## src/rtl/gg_pkg.sv

```systemverilog
package gg_pkg;
    localparam int N_PHASE = 3;

    typedef enum logic [0:0] {
        FT_IDLE = 1'b0,
        FT_HOLD = 1'b1
    } ft_state_e;
endpackage

```

## src/rtl/gg_uv_latch.sv

```systemverilog
module gg_uv_latch #(
    parameter int W = 1
) (
    input  logic         clk,
    input  logic         rst_n,
    input  logic [W-1:0] det,
    input  logic [W-1:0] clr,
    output logic [W-1:0] lock
);
    // Detect has priority; the release level only clears a held lockout.
    always_ff @(posedge clk or negedge rst_n) begin
        if (!rst_n) begin
            lock <= '0;
        end else begin
            lock <= det | (lock & ~clr);
        end
    end
endmodule

```

## src/rtl/gg_sc_filter.sv

```systemverilog
module gg_sc_filter #(
    parameter int FILT = 4
) (
    input  logic clk,
    input  logic rst_n,
    input  logic sc_raw,
    output logic trip
);
    localparam int CW = $clog2(FILT + 1);
    localparam logic [CW-1:0] LAST = CW'(FILT - 1);

    logic [CW-1:0] run_q;

    always_ff @(posedge clk or negedge rst_n) begin
        if (!rst_n) begin
            run_q <= '0;
            trip  <= 1'b0;
        end else if (!sc_raw) begin
            run_q <= '0;
            trip  <= 1'b0;
        end else if (run_q == LAST) begin
            trip  <= 1'b1;
        end else begin
            run_q <= run_q + 1'b1;
        end
    end
endmodule

```

## src/rtl/gg_fault_timer.sv

```systemverilog
module gg_fault_timer
    import gg_pkg::*;
#(
    parameter int WIDTH = 16
) (
    input  logic clk,
    input  logic rst_n,
    input  logic trig,
    output logic fault_n,
    output logic hold
);
    localparam int CW = (WIDTH > 1) ? $clog2(WIDTH) : 1;
    localparam logic [CW-1:0] RELOAD = CW'(WIDTH - 1);

    ft_state_e     state_q, state_d;
    logic [CW-1:0] cnt_q, cnt_d;

    // State register
    always_ff @(posedge clk or negedge rst_n) begin
        if (!rst_n) begin
            state_q <= FT_IDLE;
            cnt_q   <= '0;
        end else begin
            state_q <= state_d;
            cnt_q   <= cnt_d;
        end
    end

    // Transitions
    always_comb begin
        state_d = state_q;
        cnt_d   = cnt_q;
        unique case (state_q)
            FT_IDLE: begin
                if (trig) begin
                    state_d = FT_HOLD;
                    cnt_d   = RELOAD;
                end
            end
            FT_HOLD: begin
                if (cnt_q != '0) begin
                    cnt_d = cnt_q - 1'b1;
                end else if (trig) begin
                    cnt_d = RELOAD;
                end else begin
                    state_d = FT_IDLE;
                end
            end
            default: state_d = FT_IDLE;
        endcase
    end

    // Outputs
    always_comb begin
        unique case (state_q)
            FT_IDLE: begin
                fault_n = 1'b1;
                hold    = 1'b0;
            end
            FT_HOLD: begin
                fault_n = 1'b0;
                hold    = 1'b1;
            end
            default: begin
                fault_n = 1'b1;
                hold    = 1'b0;
            end
        endcase
    end
endmodule

```

## src/rtl/gg_rearm.sv

```systemverilog
module gg_rearm #(
    parameter int CH = 6
) (
    input  logic          clk,
    input  logic          rst_n,
    input  logic [CH-1:0] req,
    input  logic [CH-1:0] block,
    output logic [CH-1:0] gate
);
    for (genvar c = 0; c < CH; c++) begin : g_ch
        logic prev_q;
        logic armed_q;
        logic rise;

        assign rise    = req[c] & ~prev_q;
        assign gate[c] = req[c] & ~block[c] & (armed_q | rise);

        // prev resets high so a request held through reset needs a new edge.
        always_ff @(posedge clk or negedge rst_n) begin
            if (!rst_n) begin
                prev_q  <= 1'b1;
                armed_q <= 1'b0;
            end else begin
                prev_q  <= req[c];
                armed_q <= req[c] & ~block[c] & (armed_q | rise);
            end
        end
    end
endmodule

```

## src/rtl/gate_guard_top.sv

```systemverilog
module gate_guard_top
    import gg_pkg::*;
#(
    parameter int FO_CYC  = 16,
    parameter int SC_FILT = 4
) (
    input  logic         clk,
    input  logic         rst_n,
    input  logic [2:0]   req_lo,
    input  logic [2:0]   req_hi,
    input  logic         ls_uv_det,
    input  logic         ls_uv_clr,
    input  logic [2:0]   hs_uv_det,
    input  logic [2:0]   hs_uv_clr,
    input  logic         sc_flag,
    output logic [2:0]   gate_lo,
    output logic [2:0]   gate_hi,
    output logic         fault_n
);
    localparam int NCH = 2 * N_PHASE;

    logic                ls_lock;
    logic [N_PHASE-1:0]  hs_lock;
    logic                sc_trip;
    logic                fo_hold;
    logic                lo_block;
    logic [N_PHASE-1:0]  hi_block;
    logic [NCH-1:0]      ch_req, ch_block, ch_gate;

    gg_uv_latch #(.W(1)) u_ls_uv (
        .clk(clk), .rst_n(rst_n), .det(ls_uv_det), .clr(ls_uv_clr), .lock(ls_lock)
    );

    gg_uv_latch #(.W(N_PHASE)) u_hs_uv (
        .clk(clk), .rst_n(rst_n), .det(hs_uv_det), .clr(hs_uv_clr), .lock(hs_lock)
    );

    gg_sc_filter #(.FILT(SC_FILT)) u_sc (
        .clk(clk), .rst_n(rst_n), .sc_raw(sc_flag), .trip(sc_trip)
    );

    gg_fault_timer #(.WIDTH(FO_CYC)) u_fo (
        .clk(clk), .rst_n(rst_n), .trig(ls_uv_det | sc_trip),
        .fault_n(fault_n), .hold(fo_hold)
    );

    assign lo_block = ls_uv_det | ls_lock | sc_trip | fo_hold;
    assign hi_block = hs_uv_det | hs_lock;

    assign ch_req   = {req_hi, req_lo};
    assign ch_block = {hi_block, {N_PHASE{lo_block}}};

    gg_rearm #(.CH(NCH)) u_rearm (
        .clk(clk), .rst_n(rst_n), .req(ch_req), .block(ch_block), .gate(ch_gate)
    );

    assign gate_lo = ch_gate[N_PHASE-1:0];
    assign gate_hi = ch_gate[NCH-1:N_PHASE];
endmodule

```

## config.mk

```make
export PLATFORM = sky130hd
export DESIGN_NAME = gate_guard_top
export DESIGN_NICKNAME = d
export VERILOG_FILES = /design/src/rtl/gg_pkg.sv /design/src/rtl/gg_uv_latch.sv /design/src/rtl/gg_sc_filter.sv /design/src/rtl/gg_fault_timer.sv /design/src/rtl/gg_rearm.sv /design/src/rtl/gate_guard_top.sv
export SDC_FILE = /design/constraint.sdc
export NUM_CORES = 1
export LEC_CHECK = 0
export BUFFER_PORTS_ARGS = -buffer_cell sky130_fd_sc_hd__buf_2
export CELL_PAD_IN_SITES_DETAIL_PLACEMENT = 1
export CELL_PAD_IN_SITES_GLOBAL_PLACEMENT = 1
export CORE_UTILIZATION = 40
export DETAILED_ROUTE_END_ITERATION = 16
export HOLD_SLACK_MARGIN = 0.03
export PLACE_DENSITY_LB_ADDON = 0.1
export SYNTH_ARGS = -nofsm -noshare
export SYNTH_HDL_FRONTEND = slang
export SYNTH_SLANG_ARGS = --single-unit
export TNS_END_PERCENT = 5
```

## constraint.sdc

```tcl
create_clock -name clk -period 1.7 [get_ports clk]
set_input_delay 0.17 -clock clk [delete_from_list [all_inputs] [get_ports clk]]
set_output_delay 0.17 -clock clk [all_outputs]
set_load 0.1 [all_outputs]
```

==> results.txt, run 1 <==
- The critical path is of the reg -> out type.
- P_leak: 0.686 nW
- Top-area cell type share of the netlist area: 46.7%
- Summing the sequential cell areas from Yosys gives 62.2% of the chip area.
* Count of different cell masters after synthesis: 26
- The floorplan step set the die width to 52.5 um.
* CTS tree: yes
* Diodes inserted: 0
- Average size of a mapped cell: 12.6 um2
- Buffers plus inverters on the worst setup path: 1
- The most common cell in the synthesized netlist is sky130_fd_sc_hd__dfrtp_1.
- WP data required: 1.53 ns
- After layout, the minimum clock period comes to 1.69 ns.
- Number of buffers on the longest clock path: 2
* Router iterations before antenna repair: 3
- The via count of the first global-routing pass was 768.
* Transition at the pin with the smallest max-transition slack: 0.548 ns
* Drt wl/cell: 13.5 um
- The cell area that synthesis handed to floorplanning was 1020 um2.
- Final worst clock skew: 0.00236 ns
- Final-layout setup total negative slack: 0 ns
- In the synthesized netlist the async set-or-reset flop fraction comes to 100%.
* Status: finished clean
* Via-per-instance ratio: 4.79
- The die is 52.5 um tall.
* Main area contributors after synthesis: sky130_fd_sc_hd__dfrtp_1, sky130_fd_sc_hd__dfstp_2, sky130_fd_sc_hd__ha_1
- The first global-routing pass estimated 3.46 mm of wire.
- RePlAce Congestion: 0.756
- Counting flops with a built-in enable in the synthesized netlist gives 0.
- Highest ir drop seen on vdd: 0.812 mV
- Total track usage: 18.0%
- Most common flop cell mapped by yosys: sky130_fd_sc_hd__dfrtp_1
- After technology mapping, the gate count stands at 81.
- Maximum number of pins on one net before global-route repair: 26
* Max Transition Viols Final: 0
- Relative to the synthesized area, the layout overhead comes to 38.6%.
- Wires add up to 1.97 mm.
- In this run, synthesis produced a sequential element count of 25.
* Fraction of final layout cells sized beyond drive strength 1: 39.0%
* CP delay by family, top: simple AND/OR/NAND/NOR gates
- Summing all non-filler instances in the final layout gives an area of 1410 um2.
* Initial core utilization: 44.3%
- CTS placed an instance of sky130_fd_sc_hd__clkbuf_4 at the clock tree root.
- Buffers inserted during clock tree synthesis total 3.
- List of cells traversed by the critical path: or2_4 > nor3_4 > and3_4 > buf_12
* Count of yosys warnings during synthesis: 0
- In this run the worst path has a maximum fanout of 3.
- The floorplan has 17 rows.
* CP max stage cell: sky130_fd_sc_hd__dfrtp_1
- Standard cell area after detailed placement: 1250 um2
* Area of the core region: 2300 um2
- The worst setup path is captured at an output pin.
- The number of nets in the synthesized netlist is 101.
- The tree built by TritonCTS fans out to 25 sinks.
- Max Cap Viol: 0
- The worst setup path is launched from a flop.
- Number of hold-slack violations in the final timing report: 0
- Achievable frequency: 0.590 GHz
- The count of nets left with antenna violations once routing finished came out at 0.
- The net count of the finished layout is 139.
* Top cell type by total area after synthesis: sky130_fd_sc_hd__dfrtp_1
- Across all hold checks on the routed design, the worst slack comes to 0.0380 ns.
- The commonest cells after synthesis are sky130_fd_sc_hd__dfrtp_1, sky130_fd_sc_hd__inv_1, sky130_fd_sc_hd__dfstp_2, sky130_fd_sc_hd__nand2b_1, sky130_fd_sc_hd__nor2b_1.
- Final Power: 0.00147 W
- Worst hold-check path type: in -> reg
* Die area: 2750 um2
- Setup repair after global routing could not meet its margin everywhere.
- Total number of vias: 700
* Port buffer count: 23
- At the worst endpoint, the arrival time is 1.52 ns.
- For this run, the number of standard cells in the final layout without fillers is 146.
* Relative slew slack: 63.5%
* Post-route fraction of the period consumed by the critical path: 99.7%
* Power density over cell area: 1040 nW/um2
- Dpl hpwl: 1.44 mm
* First-iteration detailed-routing DRC count: 1
- Insertion delay of the later-clocked pin in the worst-skew pair: 0.31 ns
* Total of endpoints with negative setup slack in the final report: 0
* Count of pins on the block boundary: 24
- Clock-pin slew was measured on the worst setup and hold paths at 0.14 ns.
- Antenna violations before repair: 0
- Worst R2R Setup Slack: 0.40 ns
- For this run, the slowest stage of the critical path takes 0.41 ns.
- Summed over all layers, the global routing overflow is 0.
- After detailed placement, the design holds a cell count of 131.
* Post-detailed-route DRC marker count: 0
- In this run the number of H-tree levels came out at 1.
## worst reg2reg max path, stage by stage, from the launching register on
cell and delay (ns):
sky130_fd_sc_hd__dfrtp_1 0.44, sky130_fd_sc_hd__inv_1 0.07, sky130_fd_sc_hd__ha_1 0.20, sky130_fd_sc_hd__nand2b_1 0.10
sky130_fd_sc_hd__o21ai_2 0.21, sky130_fd_sc_hd__mux2i_1 0.22
## final timing paths
check                                          end  depth (start not counted)            start
min reg2reg                u_rearm.g_ch[4].armed_q                          1  u_hs_uv.lock[1]
max in group asynchronous   u_rearm.g_ch[1].prev_q                          2            rst_n
max                                     gate_lo[2]                          4        u_sc.trip
max reg2reg                          u_fo.cnt_q[1]                          5    u_fo.cnt_q[0]
min                        u_rearm.g_ch[5].armed_q                          2     hs_uv_det[2]
min in group asynchronous  u_rearm.g_ch[4].armed_q                          2            rst_n
## stage by stage
step	utilization, %	setup slack, ns
after floorplan	-	-0.130
after global placement	54.4	0.253
after detailed placement	54.4	0.224
after CTS	61.4	-0.0977
after global routing	61.4	-0.0794
final	61.4	0.00553
## kinds of logic (layout without fill, tap and decap cells)
group	after synthesis	after routing	synth area share (%)
buf+inv	10	47	4.42
flops	25	25	62.2
compound gates	11	11	8.72
mux	3	3	2.95
simple gates	28	28	17.2
xor+xnor	1	1	0.860
fa+ha+maj	3	3	3.69
## final cells by class
cell class                 instances  area [um2]
clock buffer                       3        22.5
sequential                        25         633
multi-input combinational         46         409
fill                             237         886
tap                               28        35.0
inverter                           9        33.8
timing repair buffer              34         273
clock inverter                     1        5.00
## report_power, final
| group | internal (W) | total (W) | switching [W] |
|---|---|---|---|
| Combinational | 0.000203 | 0.000426 | 0.000223 |
| Clock | 0.0000880 | 0.000269 | 0.000181 |
| Sequential | 0.000688 | 0.000772 | 0.0000845 |
## state kept, by name, summed over array words and instances, names as in the netlist
register	cells
u_rearm.g_ch.armed_q	6
u_rearm.g_ch.prev_q	6
u_fo.cnt_q	4
u_hs_uv.lock	3
u_sc.run_q	3
u_fo.state_q	1
u_ls_uv.lock	1
u_sc.trip	1
## metal layers
| layer | global-route usage (%) | wire length (um) |
|---|---|---|
| met1 | 20.9 | 833 |
| met2 | 32.1 | 1050 |
| met3 | 4.06 | 68 |
| met4 | 6.58 | 13 |
| met5 | 0 | 0 |
## timing repair
action,CTS,global route
resized for setup,8,0
hold buffers,9,0
pin swaps,4,4
buffers inserted,2,0
endpoints found under the setup margin,6,3
endpoints found under the hold margin,27,0
## cells in the final DEF, fill, tap and decap left out, drive strengths merged, types with 2 or more instances in the layout
cell and instances:
nor4b 3, mux2i 3, a21o 4, nand2b 6, a31oi 2, ha 3, dfrtp 19, clkbuf 3
dlygate4sd3 9, and3 3, and2 2, buf 25, dfstp 6, o21ai 2, nor2 3, inv 9
nand2 2, nor2b 5
Note: power is estimated with default switching activity, not from simulation.
==> run 2, diff against run 1 <==
--- a/config.mk
+++ b/config.mk
@@ -12,6 +12,7 @@
 export DETAILED_ROUTE_END_ITERATION = 16
 export HOLD_SLACK_MARGIN = 0.03
 export PLACE_DENSITY_LB_ADDON = 0.1
+export RECOVER_POWER = 25
 export SYNTH_ARGS = -nofsm -noshare
 export SYNTH_HDL_FRONTEND = slang
 export SYNTH_SLANG_ARGS = --single-unit
==> run 2 against run 1 <==
Against the previous run: first-iteration DRC count stayed put; die area unchanged; fmax barely moved; critical path depth unchanged; combinational power about the same; worst hold slack gained 0.00053 ns; clock-buffer cell count unchanged; via count increased by 0.29%; sequential power about the same; setup slack barely moved; core utilization is 0.44 points lower; highest routed layer unchanged.
==> results.txt, run 2 (synthesized netlist as in run 1, its figures left out) <==
- The signal on the critical path passes through or2_4 > nor3_4 > and3_4 > buf_12.
- First-pass GRT wire length: 3.46 mm (unchanged)
- Total number of vias: 702 (+0.29%)
- The maximum fanout along the worst path was 3 (unchanged).
- The x dimension of the die was 52.5 um (unchanged).
* Unrepaired setup endpoints after global routing: yes
* Maximum number of pins on one net before global-route repair: 26 (unchanged)
- The routed wire length is 1.97 mm (-0.10%).
- For this design, the slowest cell found on the critical path is sky130_fd_sc_hd__dfrtp_1.
* RePlAce Congestion: 0.756 (unchanged)
* Number of hold-slack violations in the final timing report: 0 (unchanged)
- Clk root buf: sky130_fd_sc_hd__clkbuf_4
- Total track usage: 18.0% (unchanged)
- The area used by sequential logic in the layout was 633 um2 (unchanged).
* Area of the core region: 2300 um2 (unchanged)
* Diodes inserted: 0 (unchanged)
- The tightest min-delay check is of the in -> reg type.
* Crit path setup slack, layout: 0.00541 ns (-0.000126 ns)
- The number of max-slew violations in the final report is 0 (unchanged).
- Antenna violations before repair: 0 (unchanged)
- The flow ran to the end, and the final reports show no timing, DRC or antenna violations.
* Dpl hpwl: 1.44 mm (unchanged)
- The clock skew came to 0.00184 ns (-0.000515 ns).
- The remaining antenna violation count came to 0 (unchanged).
- Achievable frequency: 0.590 GHz (about the same)
- Count of pins on the block boundary: 24 (unchanged)
* CP delay by family, top: simple AND/OR/NAND/NOR gates
- Number of buffers on the longest clock path: 2 (unchanged)
- The total power per unit cell area came to 1050 nW/um2 (+0.54%).
- Number of buffers created by CTS: 3 (unchanged)
- STA classifies the critical path endpoint as an output pin.
* Fillers: 244 (+3.0%)
* Most frequent cells in the layout: sky130_fd_sc_hd__dfrtp_1, sky130_fd_sc_hd__inv_1, sky130_fd_sc_hd__dlygate4sd3_1, sky130_fd_sc_hd__buf_2, sky130_fd_sc_hd__clkbuf_1
- CTS tree: yes
- CP Data Arrival Time: 1.52 ns (about the same)
- Transition at the pin with the smallest max-transition slack: 0.611 ns (+0.0639 ns)
* Number of core rows: 17 (unchanged)
- Fraction of final layout cells sized beyond drive strength 1: 32.2% (-6.8 points)
- The library cell used most frequently in the layout, excluding fill and tap cells, is sky130_fd_sc_hd__dfrtp_1.
- Die area: 2750 um2 (unchanged)
- Multi-input gate area in the final layout: 409 um2 (unchanged)
* Post-detailed-route DRC marker count: 0 (unchanged)
* Worst Setup Slack post-DPL: 0.224 ns (unchanged)
- CTS H-tree lvls: 1 (unchanged)
- The final count of negative-setup-slack endpoints was 0 (unchanged).
* Router iterations before antenna repair: 4 (+1)
- The count of buffering cells on the critical path with inverters included came to 1 (unchanged).
* Crit path launch type: flop
- WP data required: 1.53 ns (about the same)
- The peak ir drop on the vdd network was 0.812 mV (about the same).
- Relative to the synthesized area, the layout overhead comes to 37.6%.
- The number of nets at the end of the flow came to 139 (unchanged).
- The final cycle utilization of the critical path is 99.7% (about the same).
* Final min period: 1.69 ns (+0.000126 ns)
- The max-capacitance violation count came to 0 (unchanged).
- DIE HEIGHT: 52.5 um (unchanged)
- P_leak: 0.664 nW (-3.2%)
* Clk pin slew, worst setup/hold paths: 0.14 ns (about the same)
- The count of buffers from port buffering is 23 (unchanged).
* Vias in the first global route: 768 (unchanged)
- The critical path in this run is classified as reg -> out.
- The TritonCTS sink count is 25 (unchanged).
- The count of routing violations after the opening detailed-route iteration came to 1 (unchanged).
- The biggest cell delay along the critical path is 0.41 ns (about the same).
- The average routed wire per standard cell was 13.5 um (-0.10%).
- Insertion delay of the later-clocked pin in the worst-skew pair: 0.31 ns (about the same)
* WHS: 0.0385 ns (+0.000530 ns)
- In the final layout, the registers with the most flip-flops are u_rearm.g_ch.armed_q (6), u_rearm.g_ch.prev_q (6), u_fo.cnt_q (4).
- The effective utilization at floorplan was 44.3% (unchanged).
* Via-per-instance ratio: 4.81 (+0.29%)
* GR Overflow Total: 0 (unchanged)
- The worst max-slew margin expressed relative to the limit is 59.2% (-4.3 points).
[run 2: cell types whose count changed in the layout (fill, tap and decap cells not counted), sizes merged]
cell	before	now
buf	25	16
clkbuf	3	12
[run 2: worst reg2reg max path, stage by stage, from the launching register on]
cell and delay, ns:
sky130_fd_sc_hd__dfrtp_1 0.44, sky130_fd_sc_hd__inv_1 0.07, sky130_fd_sc_hd__ha_1 0.20, sky130_fd_sc_hd__nand2b_1 0.10
sky130_fd_sc_hd__o21ai_2 0.21, sky130_fd_sc_hd__mux2i_1 0.22
[run 2: repair_timing]
action | CTS | global route
endpoints found under the hold margin | 27 | 0
buffers inserted | 2 | 0
resized for setup | 8 | 0
pin swaps | 4 | 4
endpoints found under the setup margin | 6 | 3
hold buffers | 9 | 0
[run 2: layout make-up]
class                   instances  share of cell area [%]
well taps                      28                    2.50
inverters                       9                    2.41
clock buffers                   3                    1.61
clock inverters                 1                   0.357
repair buffers                 34                    18.8
flip-flops and latches         25                    45.2
multi-input cells              46                    29.2
[run 2: routing by layer]
metal	routed length, um	up-vias	track usage (%)
met5	0	-	0
li1	-	340	-
met2	1060	13	32.1
met3	68	2	4.06
met4	13	0	6.58
met1	826	347	20.9
[run 2: worst paths after layout]
kind	from	end	slack [ns]	depth (start not counted)
worst min register to register	u_hs_uv.lock[1]	u_rearm.g_ch[4].armed_q	0.50	1
worst max register to register	u_fo.cnt_q[0]	u_fo.cnt_q[1]	0.40	5
max in group asynchronous	rst_n	u_sc.run_q[1]	0.93	2
worst max-delay path	u_sc.trip	gate_lo[2]	0.005	4
min in group asynchronous	rst_n	u_rearm.g_ch[4].armed_q	0.37	2
worst min-delay path	hs_uv_det[2]	u_rearm.g_ch[5].armed_q	0.04	2
[run 2: per-stage QoR]
step                instance area [um2]  total power (W)  setup TNS [ns]  cells  utilization [%]
finish                             1400          0.00146               0    146             61.0
global route                       1400          0.00157          -0.224    146             61.0
CTS                                1410          0.00149          -0.279    146             61.4
detailed placement                 1250          0.00119               0    131             54.4
global placement                   1250          0.00116               0    131             54.4
floorplan                          1060          0.00108          -0.704     81                -
[run 2: where the power goes]
group	switching [W]	internal [W]
registers	0.0000845	0.000688
logic	0.000224	0.000200
clock network	0.000181	0.0000880
total	0.000489	0.000976
==> run 3, diff against run 2 <==
--- a/config.mk
+++ b/config.mk
@@ -11,6 +11,7 @@
 export CORE_UTILIZATION = 40
 export DETAILED_ROUTE_END_ITERATION = 16
 export HOLD_SLACK_MARGIN = 0.03
+export MAX_ROUTING_LAYER = met4
 export PLACE_DENSITY_LB_ADDON = 0.1
 export RECOVER_POWER = 25
 export SYNTH_ARGS = -nofsm -noshare
==> run 3 against run 2 <==
Against the previous run: setup slack gained 0.00073 ns; routed wire length is 0.61% lower; core utilization is the same; via count fell by 0.14%; first-iteration DRC count did not move; clock-buffer cell count is the same; worst hold slack about the same; clock power about the same.
==> results.txt, run 3 (synthesized netlist as in run 1, its figures left out) <==
- DIE HEIGHT: 52.5 um (unchanged)
* Number of core rows: 17 (unchanged)
- Diodes inserted: 0 (unchanged)
- Initial core utilization: 44.3% (unchanged)
* Multi-input gate area in the final layout: 409 um2 (unchanged)
* CTS tree: yes
- Register cell area after layout: 633 um2 (unchanged)
- The maximum fanout along the worst path came to 3 (unchanged).
- Number of buffers on the longest clock path: 2 (unchanged)
- CTS H-tree lvls: 1 (unchanged)
- The I/O pin total is 24 (unchanged).
- Most frequent cells in the layout: sky130_fd_sc_hd__dfrtp_1, sky130_fd_sc_hd__inv_1, sky130_fd_sc_hd__dlygate4sd3_1, sky130_fd_sc_hd__buf_2, sky130_fd_sc_hd__clkbuf_1
- The setup TNS was 0 ns (unchanged).
* Via-per-instance ratio: 4.80 (-0.14%)
* Total number of vias: 701 (-0.14%)
- Dpl hpwl: 1.44 mm (unchanged)
- Number of sinks on the clock net: 25 (unchanged)
- Unrepaired setup endpoints after global routing: yes
- The number of max-slew violations in the final report came to 0 (unchanged).
- The average routed wire per standard cell came to 13.4 um (-0.61%).
- Net switching power: 0.000487 W (-0.25%)
- The wire length of the first global-routing pass is 3.47 mm (+0.20%).
- Antenna-violating nets left: 0 (unchanged)
* Highest cell delay on the worst timing path: 0.40 ns (about the same)
- WP data required: 1.53 ns (about the same)
* Combinational power share: 28.9% (about the same)
- Fraction of final layout cells sized beyond drive strength 1: 32.2% (unchanged)
- The tightest min-delay check is of the in -> reg type.
- The final hold slack was 0.0381 ns (-0.000469 ns).
- The count of buffers from port buffering was 23 (unchanged).
* Transition at the pin with the smallest max-transition slack: 0.600 ns (-0.0114 ns)
* Post-detailed-route DRC marker count: 0 (unchanged)
- The total internal power is 0.000976 W (about the same).
* Clk pin slew, worst setup/hold paths: 0.14 ns (about the same)
- The arrival time at the worst endpoint is 1.52 ns (about the same).
- The number of nets at the end of the flow came to 139 (unchanged).
* Fillers: 244 (unchanged)
* Detailed-route wire length: 1.95 mm (-0.61%)
- The overflow left after global routing was 0 (unchanged).
* CP max stage cell: sky130_fd_sc_hd__dfrtp_1
- RePlAce Congestion: 0.765 (+1.3%)
- Nature of the critical path endpoint: output pin
- The final worst slack is 0.00613 ns (+0.000726 ns).
- The total clock buffers created by CTS came to 3 (unchanged).
* Leading cell type in the layout, fill and taps excluded: sky130_fd_sc_hd__dfrtp_1
* Clk root buf: sky130_fd_sc_hd__clkbuf_4
- The final cycle utilization of the critical path was 99.6% (about the same).
- Utilization of the core after routing: 61.0% (unchanged)
- Type of the worst setup path: reg -> out
- Area of the core region: 2300 um2 (unchanged)
* Share of power burned in registers: 52.8% (about the same)
- Die X-Extent: 52.5 um (unchanged)
- Total track usage: 18.5% (+0.48 points)
- List of cells traversed by the critical path: or2_4 > nor3_4 > and3_4 > buf_12
- STA classifies the critical path startpoint as a flop.
* Highest ir drop seen on vdd: 0.807 mV (-0.65%)
- First-iteration detailed-routing DRC count: 1 (unchanged)
- Max Cap Viol: 0 (unchanged)
* Synthesis-to-finish area growth: 37.6% (unchanged)
- The leakage component of the power came to 0.664 nW (unchanged).
* Relative slew slack: 60.0% (+0.76 points)
- The pin count of the biggest net entering global routing is 26 (unchanged).
* Insertion delay of the later-clocked pin in the worst-skew pair: 0.31 ns (about the same)
- Antenna violations before repair: 0 (unchanged)
- The run finished with clean final reports.
* Vias in the first global route: 767 (-0.13%)
- Worst Setup Slack post-DPL: 0.224 ns (unchanged)
- Router iterations before antenna repair: 2 (-2)
- The area enclosed by the die boundary came to 2750 um2 (unchanged).
- Final worst clock skew: 0.00387 ns (+0.00203 ns)
* Registers with the most flip-flops: u_rearm.g_ch.armed_q (6), u_rearm.g_ch.prev_q (6), u_fo.cnt_q (4)
* Clock network fraction of total power: 18.3% (about the same)
- Final min period: 1.69 ns (-0.000726 ns)
- The total power per unit cell area is 1040 nW/um2 (about the same).
* Number of hold-slack violations in the final timing report: 0 (unchanged)
- Achievable frequency: 0.590 GHz (about the same)
- The final count of negative-setup-slack endpoints came to 0 (unchanged).
* Net switching share of the total power: 33.3% (-0.056 points)
[run 3: layer usage]
layer / part of all wire [%] / vias to the layer above / GRT usage, %
met4: 0.67 / 0 / 6.58
met5: 0 / - / -
li1: - / 340 / -
met1: 42 / 346 / 20.9
met2: 54 / 13 / 32.1
met3: 3.5 / 2 / 4.06
[run 3: cell type report]
cell class,count,share of cell area [%]
multi-input combinational,46,29.2
clock inverter,1,0.357
timing repair buffer,34,18.8
clock buffer,3,1.61
inverter,9,2.41
tap,28,2.50
sequential,25,45.2
[run 3: stage by stage]
| stage | instance area [um2] | instances | total power (W) |
|---|---|---|---|
| finish | 1400 | 146 | 0.00146 |
| global placement | 1250 | 131 | 0.00116 |
| detailed placement | 1250 | 131 | 0.00119 |
| floorplan | 1060 | 81 | 0.00108 |
| CTS | 1410 | 146 | 0.00149 |
| global route | 1400 | 146 | 0.00157 |
[run 3: critical path: cells and delay by family, from the launching register on]
kind                   cells  cell delay (ns)
buffers and inverters      1             0.17
and+or+nand+nor            3             0.63
DFF                        1             0.40
[run 3: timing repair]
item,4_1_cts,5_1_grt
gates resized for setup,8,0
hold buffers,9,0
endpoints found under the hold margin,27,0
setup endpoints to repair,6,3
gates cloned,0,0
buffers inserted,2,0
pin swaps,4,4
[run 3: path summary, 6_finish.rpt]
check / depth (start not counted) / slack [ns] / start / to
worst max register to register: 5 / 0.40 / u_fo.cnt_q[0] / u_fo.cnt_q[1]
worst min register to register: 1 / 0.50 / u_hs_uv.lock[1] / u_rearm.g_ch[4].armed_q
worst min-delay path: 2 / 0.04 / hs_uv_det[2] / u_rearm.g_ch[5].armed_q
max in group asynchronous: 2 / 0.94 / rst_n / u_sc.run_q[1]
min in group asynchronous: 2 / 0.37 / rst_n / u_rearm.g_ch[4].armed_q
worst max-delay path: 4 / 0.006 / u_sc.trip / gate_lo[2]
[run 3: power by group through the flow]
stage	Combinational, W	Clock [W]	Sequential, W
6_report	0.000423	0.000267	0.000773
5_1_grt	0.000476	0.000300	0.000794
4_1_cts	0.000436	0.000281	0.000776
3_5_place_dp	0.000404	0	0.000784
3_3_place_gp	0.000384	0	0.000780
2_1_floorplan	0.000316	0	0.000762
